===== src/rtl/bus_req_filter_pkg.sv =====
// Shared types for the bus request filter.
// Assumes the request code values are fixed by the requester side.
package bus_req_filter_pkg;
    typedef enum logic [1:0] {
        REQ_GET  = 2'd0,
        REQ_GETX = 2'd1,
        REQ_UPG  = 2'd2,
        REQ_WB   = 2'd3
    } req_kind_e;

    typedef enum logic [2:0] {
        OUT_ERR,
        OUT_DONE,
        OUT_NAK,
        OUT_ENQ_HI,
        OUT_ENQ_LO
    } verdict_e;

    typedef enum logic {
        ST_IDLE,
        ST_LOOK
    } phase_e;
endpackage


===== src/rtl/bus_req_wbuf.sv =====
// Write-back buffer tag store: DEPTH line addresses with per-entry valid bits.
// Gives a combinational match for one lookup address, takes an allocation into
// the lowest free slot (dropped when full or duplicate), and frees one slot.
// Assumes a freed slot is valid and is never the target of a same-cycle alloc.
module bus_req_wbuf #(
    parameter int AW    = 16,
    parameter int DEPTH = 8,
    parameter int IW    = 3
) (
    input  logic          clk,
    input  logic          rst_n,
    input  logic          alloc_valid,
    input  logic [AW-1:0] alloc_addr,
    input  logic [AW-1:0] look_addr,
    output logic          look_hit,
    output logic [IW-1:0] look_idx,
    input  logic          free_valid,
    input  logic [IW-1:0] free_idx
);
    logic [AW-1:0]    tag_q [DEPTH];
    logic [DEPTH-1:0] vld_q;
    logic [DEPTH-1:0] look_match;
    logic [DEPTH-1:0] alloc_match;
    logic             slot_found;
    logic [IW-1:0]    slot_idx;
    logic             alloc_ok;

    // Per-entry comparators for the lookup and the duplicate test.
    for (genvar g = 0; g < DEPTH; g++) begin : g_cmp
        assign look_match[g]  = vld_q[g] && (tag_q[g] == look_addr);
        assign alloc_match[g] = vld_q[g] && (tag_q[g] == alloc_addr);
    end

    // Encode the lowest matching entry for the lookup.
    always_comb begin
        look_hit = 1'b0;
        look_idx = '0;
        for (int i = DEPTH - 1; i >= 0; i--) begin
            if (look_match[i]) begin
                look_hit = 1'b1;
                look_idx = IW'(i);
            end
        end
    end

    // Pick the lowest invalid slot for allocation.
    always_comb begin
        slot_found = 1'b0;
        slot_idx   = '0;
        for (int i = DEPTH - 1; i >= 0; i--) begin
            if (!vld_q[i]) begin
                slot_found = 1'b1;
                slot_idx   = IW'(i);
            end
        end
    end

    assign alloc_ok = alloc_valid && slot_found && (alloc_match == '0);

    // Valid bits: set on allocation, cleared on free.
    always_ff @(posedge clk) begin
        if (!rst_n) begin
            vld_q <= '0;
        end else begin
            if (free_valid) vld_q[free_idx] <= 1'b0;
            if (alloc_ok)   vld_q[slot_idx] <= 1'b1;
        end
    end

    // Address store: written only on a successful allocation.
    always_ff @(posedge clk) begin
        if (alloc_ok) tag_q[slot_idx] <= alloc_addr;
    end


    free_live_chk: assert property (@(posedge clk) disable iff (!rst_n)
        free_valid |-> vld_q[free_idx]);


    no_duplicate_chk: assert property (@(posedge clk) disable iff (!rst_n)
        $countones(look_match) <= 1);
endmodule


===== src/rtl/bus_req_decide.sv =====
// Outcome selection for one request once every needed lookup has answered.
// Applies the fixed check order: range, firewall, buffer match, upgrade presence.
// Assumes fw_ok and line_shared are ignored whenever their lookup was not needed.
module bus_req_decide
    import bus_req_filter_pkg::*;
(
    input  req_kind_e kind,
    input  logic      in_range,
    input  logic      fw_need,
    input  logic      fw_ok,
    input  logic      wb_hit,
    input  logic      line_shared,
    output verdict_e  verdict,
    output logic      free_entry
);
    // Priority chain over the checks, first failure wins.
    always_comb begin
        free_entry = 1'b0;
        if (!in_range) begin
            verdict = OUT_ERR;
        end else if (fw_need && !fw_ok) begin
            verdict = OUT_ERR;
        end else if (kind == REQ_WB) begin
            verdict = OUT_ENQ_LO;
        end else if (wb_hit) begin
            verdict    = OUT_DONE;
            free_entry = (kind != REQ_GET);
        end else if ((kind == REQ_UPG) && !line_shared) begin
            verdict = OUT_NAK;
        end else begin
            verdict = OUT_ENQ_HI;
        end
    end
endmodule


===== src/rtl/bus_req_filter.sv =====
// Bus request filter top: accepts one miss request at a time, issues the
// firewall and tag lookups that request needs, then emits exactly one outcome
// pulse (local done, bus error, NAK or bus enqueue).
// Assumes lookup replies arrive only while the matching query is raised.
module bus_req_filter
    import bus_req_filter_pkg::*;
#(
    parameter int ADDR_W     = 16,
    parameter int ADDR_LIMIT = 49152,
    parameter int WB_DEPTH   = 8
) (
    input  logic              clk,
    input  logic              rst_n,
    input  logic              req_valid,
    output logic              req_ready,
    input  logic [1:0]        req_type,
    input  logic [ADDR_W-1:0] req_addr,
    input  logic              fw_enable,
    output logic              fw_q_valid,
    output logic [ADDR_W-1:0] fw_q_addr,
    input  logic              fw_rsp_valid,
    input  logic              fw_allow,
    output logic              tag_q_valid,
    output logic [ADDR_W-1:0] tag_q_addr,
    input  logic              tag_rsp_valid,
    input  logic              tag_shared,
    input  logic              wb_alloc_valid,
    input  logic [ADDR_W-1:0] wb_alloc_addr,
    output logic              done_valid,
    output logic [1:0]        done_flags,
    output logic              err_valid,
    output logic              nak_valid,
    output logic              enq_valid,
    output logic              enq_hi,
    output logic [1:0]        rsp_type,
    output logic [ADDR_W-1:0] rsp_addr
);
    localparam int              IDX_W = (WB_DEPTH > 1) ? $clog2(WB_DEPTH) : 1;
    localparam logic [ADDR_W:0] LIMIT = (ADDR_W + 1)'(ADDR_LIMIT);

    phase_e            phase_q;
    req_kind_e         kind_q;
    logic [ADDR_W-1:0] addr_q;
    logic              range_q, fwneed_q, fwgot_q, fwok_q;
    logic              tagneed_q, taggot_q, tagsh_q;
    logic              hit_q;
    logic [IDX_W-1:0]  hitidx_q;

    req_kind_e         in_kind;
    logic              accept, in_range, look_hit;
    logic [IDX_W-1:0]  look_idx;
    logic              fw_ready, tag_ready, decide_now;
    logic              fw_ok_eff, tag_sh_eff, free_entry;
    verdict_e          verdict;

    assign in_kind    = req_kind_e'(req_type);
    assign req_ready  = (phase_q == ST_IDLE);
    assign accept     = req_valid && req_ready;
    assign in_range   = ({1'b0, req_addr} < LIMIT);
    assign fw_ready   = !fwneed_q || fwgot_q || fw_rsp_valid;
    assign tag_ready  = !tagneed_q || taggot_q || tag_rsp_valid;
    assign decide_now = (phase_q == ST_LOOK) && fw_ready && tag_ready;
    assign fw_ok_eff  = fwgot_q ? fwok_q : fw_allow;
    assign tag_sh_eff = taggot_q ? tagsh_q : tag_shared;

    assign fw_q_valid  = (phase_q == ST_LOOK) && fwneed_q && !fwgot_q;
    assign fw_q_addr   = addr_q;
    assign tag_q_valid = (phase_q == ST_LOOK) && tagneed_q && !taggot_q;
    assign tag_q_addr  = addr_q;

    bus_req_wbuf #(.AW(ADDR_W), .DEPTH(WB_DEPTH), .IW(IDX_W)) u_wbuf (
        .clk         (clk),
        .rst_n       (rst_n),
        .alloc_valid (wb_alloc_valid),
        .alloc_addr  (wb_alloc_addr),
        .look_addr   (req_addr),
        .look_hit    (look_hit),
        .look_idx    (look_idx),
        .free_valid  (decide_now && free_entry),
        .free_idx    (hitidx_q)
    );

    bus_req_decide u_decide (
        .kind        (kind_q),
        .in_range    (range_q),
        .fw_need     (fwneed_q),
        .fw_ok       (fw_ok_eff),
        .wb_hit      (hit_q),
        .line_shared (tag_sh_eff),
        .verdict     (verdict),
        .free_entry  (free_entry)
    );

    // Request capture, lookup bookkeeping and the idle/lookup phase.
    always_ff @(posedge clk) begin
        if (!rst_n) begin
            phase_q   <= ST_IDLE;
            kind_q    <= REQ_GET;
            addr_q    <= '0;
            range_q   <= 1'b0;
            fwneed_q  <= 1'b0;
            fwgot_q   <= 1'b0;
            fwok_q    <= 1'b0;
            tagneed_q <= 1'b0;
            taggot_q  <= 1'b0;
            tagsh_q   <= 1'b0;
            hit_q     <= 1'b0;
            hitidx_q  <= '0;
        end else if (accept) begin
            phase_q   <= ST_LOOK;
            kind_q    <= in_kind;
            addr_q    <= req_addr;
            range_q   <= in_range;
            fwneed_q  <= in_range && fw_enable &&
                         ((in_kind == REQ_GETX) || (in_kind == REQ_UPG));
            fwgot_q   <= 1'b0;
            tagneed_q <= in_range && (in_kind == REQ_UPG) && !look_hit;
            taggot_q  <= 1'b0;
            hit_q     <= look_hit;
            hitidx_q  <= look_idx;
        end else if (decide_now) begin
            phase_q <= ST_IDLE;
        end else begin
            if (fw_q_valid && fw_rsp_valid) begin
                fwgot_q <= 1'b1;
                fwok_q  <= fw_allow;
            end
            if (tag_q_valid && tag_rsp_valid) begin
                taggot_q <= 1'b1;
                tagsh_q  <= tag_shared;
            end
        end
    end

    // Registered one-cycle outcome pulse and its descriptor.
    always_ff @(posedge clk) begin
        if (!rst_n) begin
            done_valid <= 1'b0;
            done_flags <= 2'b00;
            err_valid  <= 1'b0;
            nak_valid  <= 1'b0;
            enq_valid  <= 1'b0;
            enq_hi     <= 1'b0;
            rsp_type   <= 2'd0;
            rsp_addr   <= '0;
        end else begin
            done_valid <= decide_now && (verdict == OUT_DONE);
            err_valid  <= decide_now && (verdict == OUT_ERR);
            nak_valid  <= decide_now && (verdict == OUT_NAK);
            enq_valid  <= decide_now &&
                          ((verdict == OUT_ENQ_HI) || (verdict == OUT_ENQ_LO));
            if (decide_now) begin
                done_flags <= (verdict == OUT_DONE) ? 2'b11 : 2'b00;
                enq_hi     <= (verdict == OUT_ENQ_HI);
                rsp_type   <= kind_q;
                rsp_addr   <= addr_q;
            end
        end
    end


    one_outcome_chk: assert property (@(posedge clk) disable iff (!rst_n)
        $onehot0({done_valid, err_valid, nak_valid, enq_valid}));


    pulse_width_chk: assert property (@(posedge clk) disable iff (!rst_n)
        (done_valid || err_valid || nak_valid || enq_valid) |=>
        !(done_valid || err_valid || nak_valid || enq_valid));


    busy_during_query_chk: assert property (@(posedge clk) disable iff (!rst_n)
        (fw_q_valid || tag_q_valid) |-> !req_ready);


    query_in_range_chk: assert property (@(posedge clk) disable iff (!rst_n)
        (fw_q_valid || tag_q_valid) |-> ({1'b0, fw_q_addr} < LIMIT));


    fw_kind_chk: assert property (@(posedge clk) disable iff (!rst_n)
        fw_q_valid |-> ((kind_q == REQ_GETX) || (kind_q == REQ_UPG)));


    tag_kind_chk: assert property (@(posedge clk) disable iff (!rst_n)
        tag_q_valid |-> (kind_q == REQ_UPG));
endmodule


===== config.mk =====
export PLATFORM = sky130hd
export DESIGN_NAME = bus_req_filter
export DESIGN_NICKNAME = d
export VERILOG_FILES = /design/src/rtl/bus_req_filter_pkg.sv /design/src/rtl/bus_req_wbuf.sv /design/src/rtl/bus_req_decide.sv /design/src/rtl/bus_req_filter.sv
export SDC_FILE = /design/constraint.sdc
export NUM_CORES = 1
export LEC_CHECK = 0
export ABC_CLOCK_PERIOD_IN_PS = 3450
export BUFFER_PORTS_ARGS = -buffer_cell sky130_fd_sc_hd__buf_2
export CAP_MARGIN = 40
export CORE_MARGIN = 10
export CORE_UTILIZATION = 30
export DETAILED_ROUTE_END_ITERATION = 8
export PLACE_DENSITY = 0.48
export SLEW_MARGIN = 0
export SYNTH_ARGS = -nofsm -noshare
export SYNTH_HDL_FRONTEND = slang
export SYNTH_HIERARCHICAL = 1
export SYNTH_SLANG_ARGS = --single-unit

===== constraint.sdc =====
create_clock -name clk -period 3.45 [get_ports clk]
set_input_delay 0.345 -clock clk [delete_from_list [all_inputs] [get_ports clk]]
set_output_delay 0.345 -clock clk [all_outputs]
set_load 0.01 [all_outputs]

==> results.toml, run 1 <==
[route]
drc = 0
drtIter0Drc = 560
vias = 6843
ant_nets = 0
dr.pass1.iters = 5
drt-vias-per-instance = 4.86
drt-total-wl_um = 32500
wl_per_cell_um = 23.1

[sta]
worstMarginPinSlew_ns = 0.843
min_period_over_period = 0.844
fin_setup_tns_ns = 0
hold_violations = 0
skew_ns = 0.0111
period_needed_ns = 2.91
rsz0062_at_grt = "false"
relSlewSlack = 0.433
max_freq_ghz = 0.343
setup_viol = 0
drv_slew = 0

[logic_synthesis]
synth_edf_count = 128
synth_area_sq_um = 9880
synth_top_area_frac = 0.389
ys_top_cells_by_area = "edfxtp_1 (39%), dfxtp_1 (13%), xnor2_1 (12%)"
syn_avg_cell_area_sq_um = 11.4
ys_ff_latch = 190
synth_top_cell_by_area = "edfxtp_1"
ys_async_sr_fraction = 0
synth.area.mux_share = 0.0236
netlist_instances = 863
ys.warnings.count = 6
synthAdderAreaFrac = 0.00127
syn_nets = 907
synth-simple-area-share = 0.143
synth_xor_xnor_area_share = 0.229
ys_types = 52
synthFlopType = "edfxtp_1"
synth_compound_area_frac = 0.0376
synth_top_family_by_area = "XOR/XNOR gates"
yosysSeqAreaShare = 0.515

[critical_path]
critPathArrivalTime_ns = 3.05
worstSetupPathType = "reg -> reg"
critPathMaxFanout = 9
crit_family = "simple AND/OR/NAND/NOR gates"
end_kind = "register"
crit_chain = "xor2_1 -> nor4_1 -> nand4_1 -> o22ai_1 -> nor3_4 -> nand2_4 -> nor3_2 -> buf_4"
crit_required_ns = 3.59
critPathBufInv = 1
startpoint_type = "register"
max_stage_delay_ns = 0.67
cp_slowest_cell = "nor3_2"

[clock_network]
cts.repair.resized = 0
cts_hold_buf = 0
clock-sinks = 190
htree_levels = 4
clk_path_buf_depth = 2
clock_latency_ns = 0.44
cts_inserted_buffers = 17
ctsRootBufferMaster = "clkbuf_16"
postCtsSetupBuffers = 0
path_clk_slew_ns = 0.07
cts_tree = "built"

[floorplanning]
dieWidth_um = 201
top_level_ports = 103
die_area_sq_um = 40600
rows = 66
chipHeight_um = 201
initial_core_util = 0.304
core_sq_um = 32500

[place]
placed_cells = 1378
portBuffers = 102
place_congestion = 0.914
hpwlAfterDp_um = 24400

[global_routing]
grt_overflow = 0
antenna_found_initial = 0
grt_pass1_wl_um = 47600
grt.total_usage = 0.158
grt_max_degree = 29
grt_pass1_vias = 6966

[final_layout]
final_cell_mix = "xnor2_1 (130), edfxtp_1 (128), xor2_1 (126)"
seqCellArea_sq_um = 5080
fin_cells = 1409
antenna_cells = 0
final_common_cell = "xnor2_1"
area_delta_synth_final_pct = 15.2
fillers = 3354
drive_gt1_frac = 0.201
finalNetCount = 999
multi_input_area_sq_um = 4330

[power]
cellPowerDensity_nw_per_um2 = 456
p_leak_nw = 3.94
max-vdd-ir-drop_uv = 337

[run]
cap_violations = 0

[status]
outcome = "complete, no violations"

[min_path]
min_path_type = "in -> reg"
## worst paths after layout
path	start	endpoint	slack, ns	depth (start not counted)
worst max register to register	u_wbuf/tag_q[2][9]	u_wbuf/tag_q[4][4]	0.54	8
worst min-delay path	wb_alloc_addr[2]	u_wbuf/tag_q[0][2]	0.17	1
worst max-delay path	u_wbuf/tag_q[2][9]	u_wbuf/tag_q[4][4]	0.54	8
worst min register to register	rsp_addr[0]	rsp_addr[0]	0.45	2
## registers in the layout, indices dropped and copies added (netlist names), 2 cells and up
register / cells
rsp_type: 2
hitidx_q: 3
rsp_addr: 16
fw_q_addr: 16
kind_q: 2
u_wbuf/tag_q: 128
u_wbuf/vld_q: 8
## area by class of cell
cell class,count,share of cell area
clock buffer,21,0.0452
sequential,190,0.447
timing repair buffer,137,0.0694
inverter,8,0.00264
tap,442,0.0486
multi-input combinational,601,0.380
clock inverter,10,0.00715
## routing by layer
metal,global-route usage,vias to the layer above,wire length (um)
met2,0.256,230,15200
met4,0.0448,0,682
met5,0,-,0
li1,-,3171,-
met3,0.0310,31,1850
met1,0.208,3411,14800
## report_power, final
group / switching [W] / total [W] / internal [W]
clock: 0.000909 / 0.00202 / 0.00111
sequential: 0.0000560 / 0.00255 / 0.00249
combinational: 0.000399 / 0.000622 / 0.000223
## stage by stage
step	area (sq um)	power, W	hold slack, ns	setup slack, ns	util
3_5_place_dp	10800	0.00322	0.444	0.324	0.331
6_report	11400	0.00519	0.166	0.536	0.350
2_1_floorplan	9880	0.00299	0.426	0.559	-
3_3_place_gp	10800	0.00323	0.441	0.344	0.331
5_1_grt	11400	0.00538	0.162	0.464	0.350
4_1_cts	11400	0.00524	0.148	0.538	0.350
## cells by family (layout without fill, tap and decap cells)
logic type                 Yosys count  in the layout
adders and majority gates            1              1
xor gates and xnor gates           257            257
AOI/OAI and AO/OA                   52             52
buffers and inverters               72            176
DFF                                190            190
and+or+nand+nor                    268            268
muxes                               23             23
## cells in the mapped netlist, drive strengths merged (4+ instances only)
cell type and number:
nor2 12, edfxtp 128, buf 53, mux2i 21
nor4 37, nor2b 6, o21ai 12, xor2 127
xnor2 130, dfxtp 62, nor3 23, nand3 29
clkbuf 11, a21boi 23, nand4 35, nand2b 4
nand2 109, inv 8
Note: power is estimated with default switching activity, not from simulation.
==> run 2, diff against run 1 <==
- ABC_CLOCK_PERIOD_IN_PS: 3450 -> 2400
- PLACE_DENSITY: 0.48 -> 0.5
- clock period: 3.45 -> 2.4 ns (I/O delays scaled with it)
==> results.toml, run 2 (synthesis results as in run 1) <==
[final_layout]
largest_reg_flops = 128
drive_gt1_frac = 0.339
area_delta_synth_final_pct = 32.0
final_cell_mix = "buf_4 (193), xnor2_1 (129), edfxtp_1 (128)"
regMostFlops = "u_wbuf/tag_q"
fin_area_sq_um = 13000
fin_util = 0.401
fillers = 3223
antenna_cells = 0
finalNetCount = 1177
final_common_cell = "buf_4"

[critical_path]
startpoint_type = "register"
rrSetupSlack_ns = 0.08
end_kind = "register"
r2r_end = "u_wbuf/tag_q[3][7]"
worstReg2RegStart = "u_wbuf/tag_q[0][2]"
crit_required_ns = 2.60
cp-startpoint = "u_wbuf/tag_q[0][2]"
reg2regPathDepth = 9
critPathMaxFanout = 16
worstSetupPathType = "reg -> reg"
critPathArrivalTime_ns = 2.52
crit_end = "u_wbuf/tag_q[3][7]"

[sta]
hold_violations = 0
setup_viol = 0
rsz0062_at_grt = "true"
min_period_over_period = 0.965
drv_slew = 0
worstMarginPinSlew_ns = 0.653
skew_ns = 0.0156
period_needed_ns = 2.32
max_freq_ghz = 0.432
relSlewSlack = 0.562

[route]
drt-vias-per-instance = 4.56
drc = 0
drtIter0Drc = 365
dr.pass1.iters = 5
vias = 7247
ant_nets = 0
wl_per_cell_um = 19.1
drt-total-wl_um = 30300

[power]
max-vdd-ir-drop_uv = 471
cellPowerDensity_nw_per_um2 = 577
total_power_w = 0.00753
p_leak_nw = 4.89

[floorplanning]
initial_core_util = 0.304
core_sq_um = 32500
top_level_ports = 103
rows = 66
die_area_sq_um = 40600
chipHeight_um = 201
dieWidth_um = 201

[clock_network]
cts_inserted_buffers = 17
cts_tree = "built"
clock_latency_ns = 0.45
htree_levels = 4
clock-sinks = 190
path_clk_slew_ns = 0.07
ctsRootBufferMaster = "clkbuf_16"
clk_path_buf_depth = 2

[global_routing]
grt_pass1_wl_um = 45500
grt_overflow = 0
antenna_found_initial = 0
grt_max_degree = 34
grt_pass1_vias = 7382
grt.total_usage = 0.148

[run]
cap_violations = 0

[status]
outcome = "complete, no violations"

[place]
hpwlAfterDp_um = 24000
place_congestion = 0.883
portBuffers = 102
place_area_sq_um = 12300

[min_path]
whs_path_depth = 2
min_path_type = "in -> reg"
==> run 2: cell type report <==
type	count	area, sq um	share of cell area
timing repair buffer	315	2360	0.181
clock buffer	17	425	0.0326
multi-input combinational	601	4440	0.341
clock inverter	15	140	0.0108
sequential	190	5080	0.390
inverter	8	30.0	0.00230
tap	442	553	0.0424
==> run 2: timing repair <==
action,4_1_cts,5_1_grt
setup buffers,0,1
pin swaps,1,7
gates resized for setup,5,17
hold buffers,0,0
endpoints found under the setup margin,14,127
==> run 2: worst max-delay path, cell delays in order (launching register included) <==
cell	delay (ns)
edfxtp_1	0.49
xor2_2	0.23
nor4_2	0.31
nand3_1	0.15
nor4_2	0.25
nor3_2	0.11
nand2_4	0.10
buf_4	0.18
nor3_2	0.08
buf_12	0.17
==> run 2: power breakdown <==
part	internal, W	switching (W)	leakage, nW
Combinational	0.000468	0.000589	2.94
Sequential	0.00358	0.0000679	1.67
Clock	0.00139	0.00143	0.284
Total	0.00544	0.00209	4.89
==> run 2: stage by stage <==
stage	cells	TNS, ns	hold WS, ns	worst slack [ns]
floorplan	863	-49.14	0.339	-0.386
global placement	1554	-21.74	0.440	-0.514
detailed placement	1555	-13.96	0.446	-0.245
CTS	1587	0	0.0311	0.00483
global route	1588	-0.0152	0.0480	-0.0152
finish	1588	0	0.0497	0.0837
==> run 2: how the worst min path moves through the flow <==
stage,from,endpoint,slack (ns)
2_1_floorplan,wb_alloc_addr[0],u_wbuf/tag_q[0][0],0.34
3_3_place_gp,rsp_addr[5],rsp_addr[5],0.44
3_5_place_dp,rsp_addr[7],rsp_addr[7],0.45
4_1_cts,fw_enable,fwneed_q,0.03
5_1_grt,tag_shared,tagsh_q,0.05
6_report,fw_enable,fwneed_q,0.05
==> run 2: layer usage <==
| layer | track usage | up-vias | wire length (um) |
|---|---|---|---|
| met1 | 0.188 | 3523 | 13800 |
| met4 | 0.0443 | 0 | 571 |
| met2 | 0.247 | 170 | 14600 |
| met3 | 0.0308 | 30 | 1360 |
| met5 | 0 | - | 0 |
| li1 | - | 3524 | - |
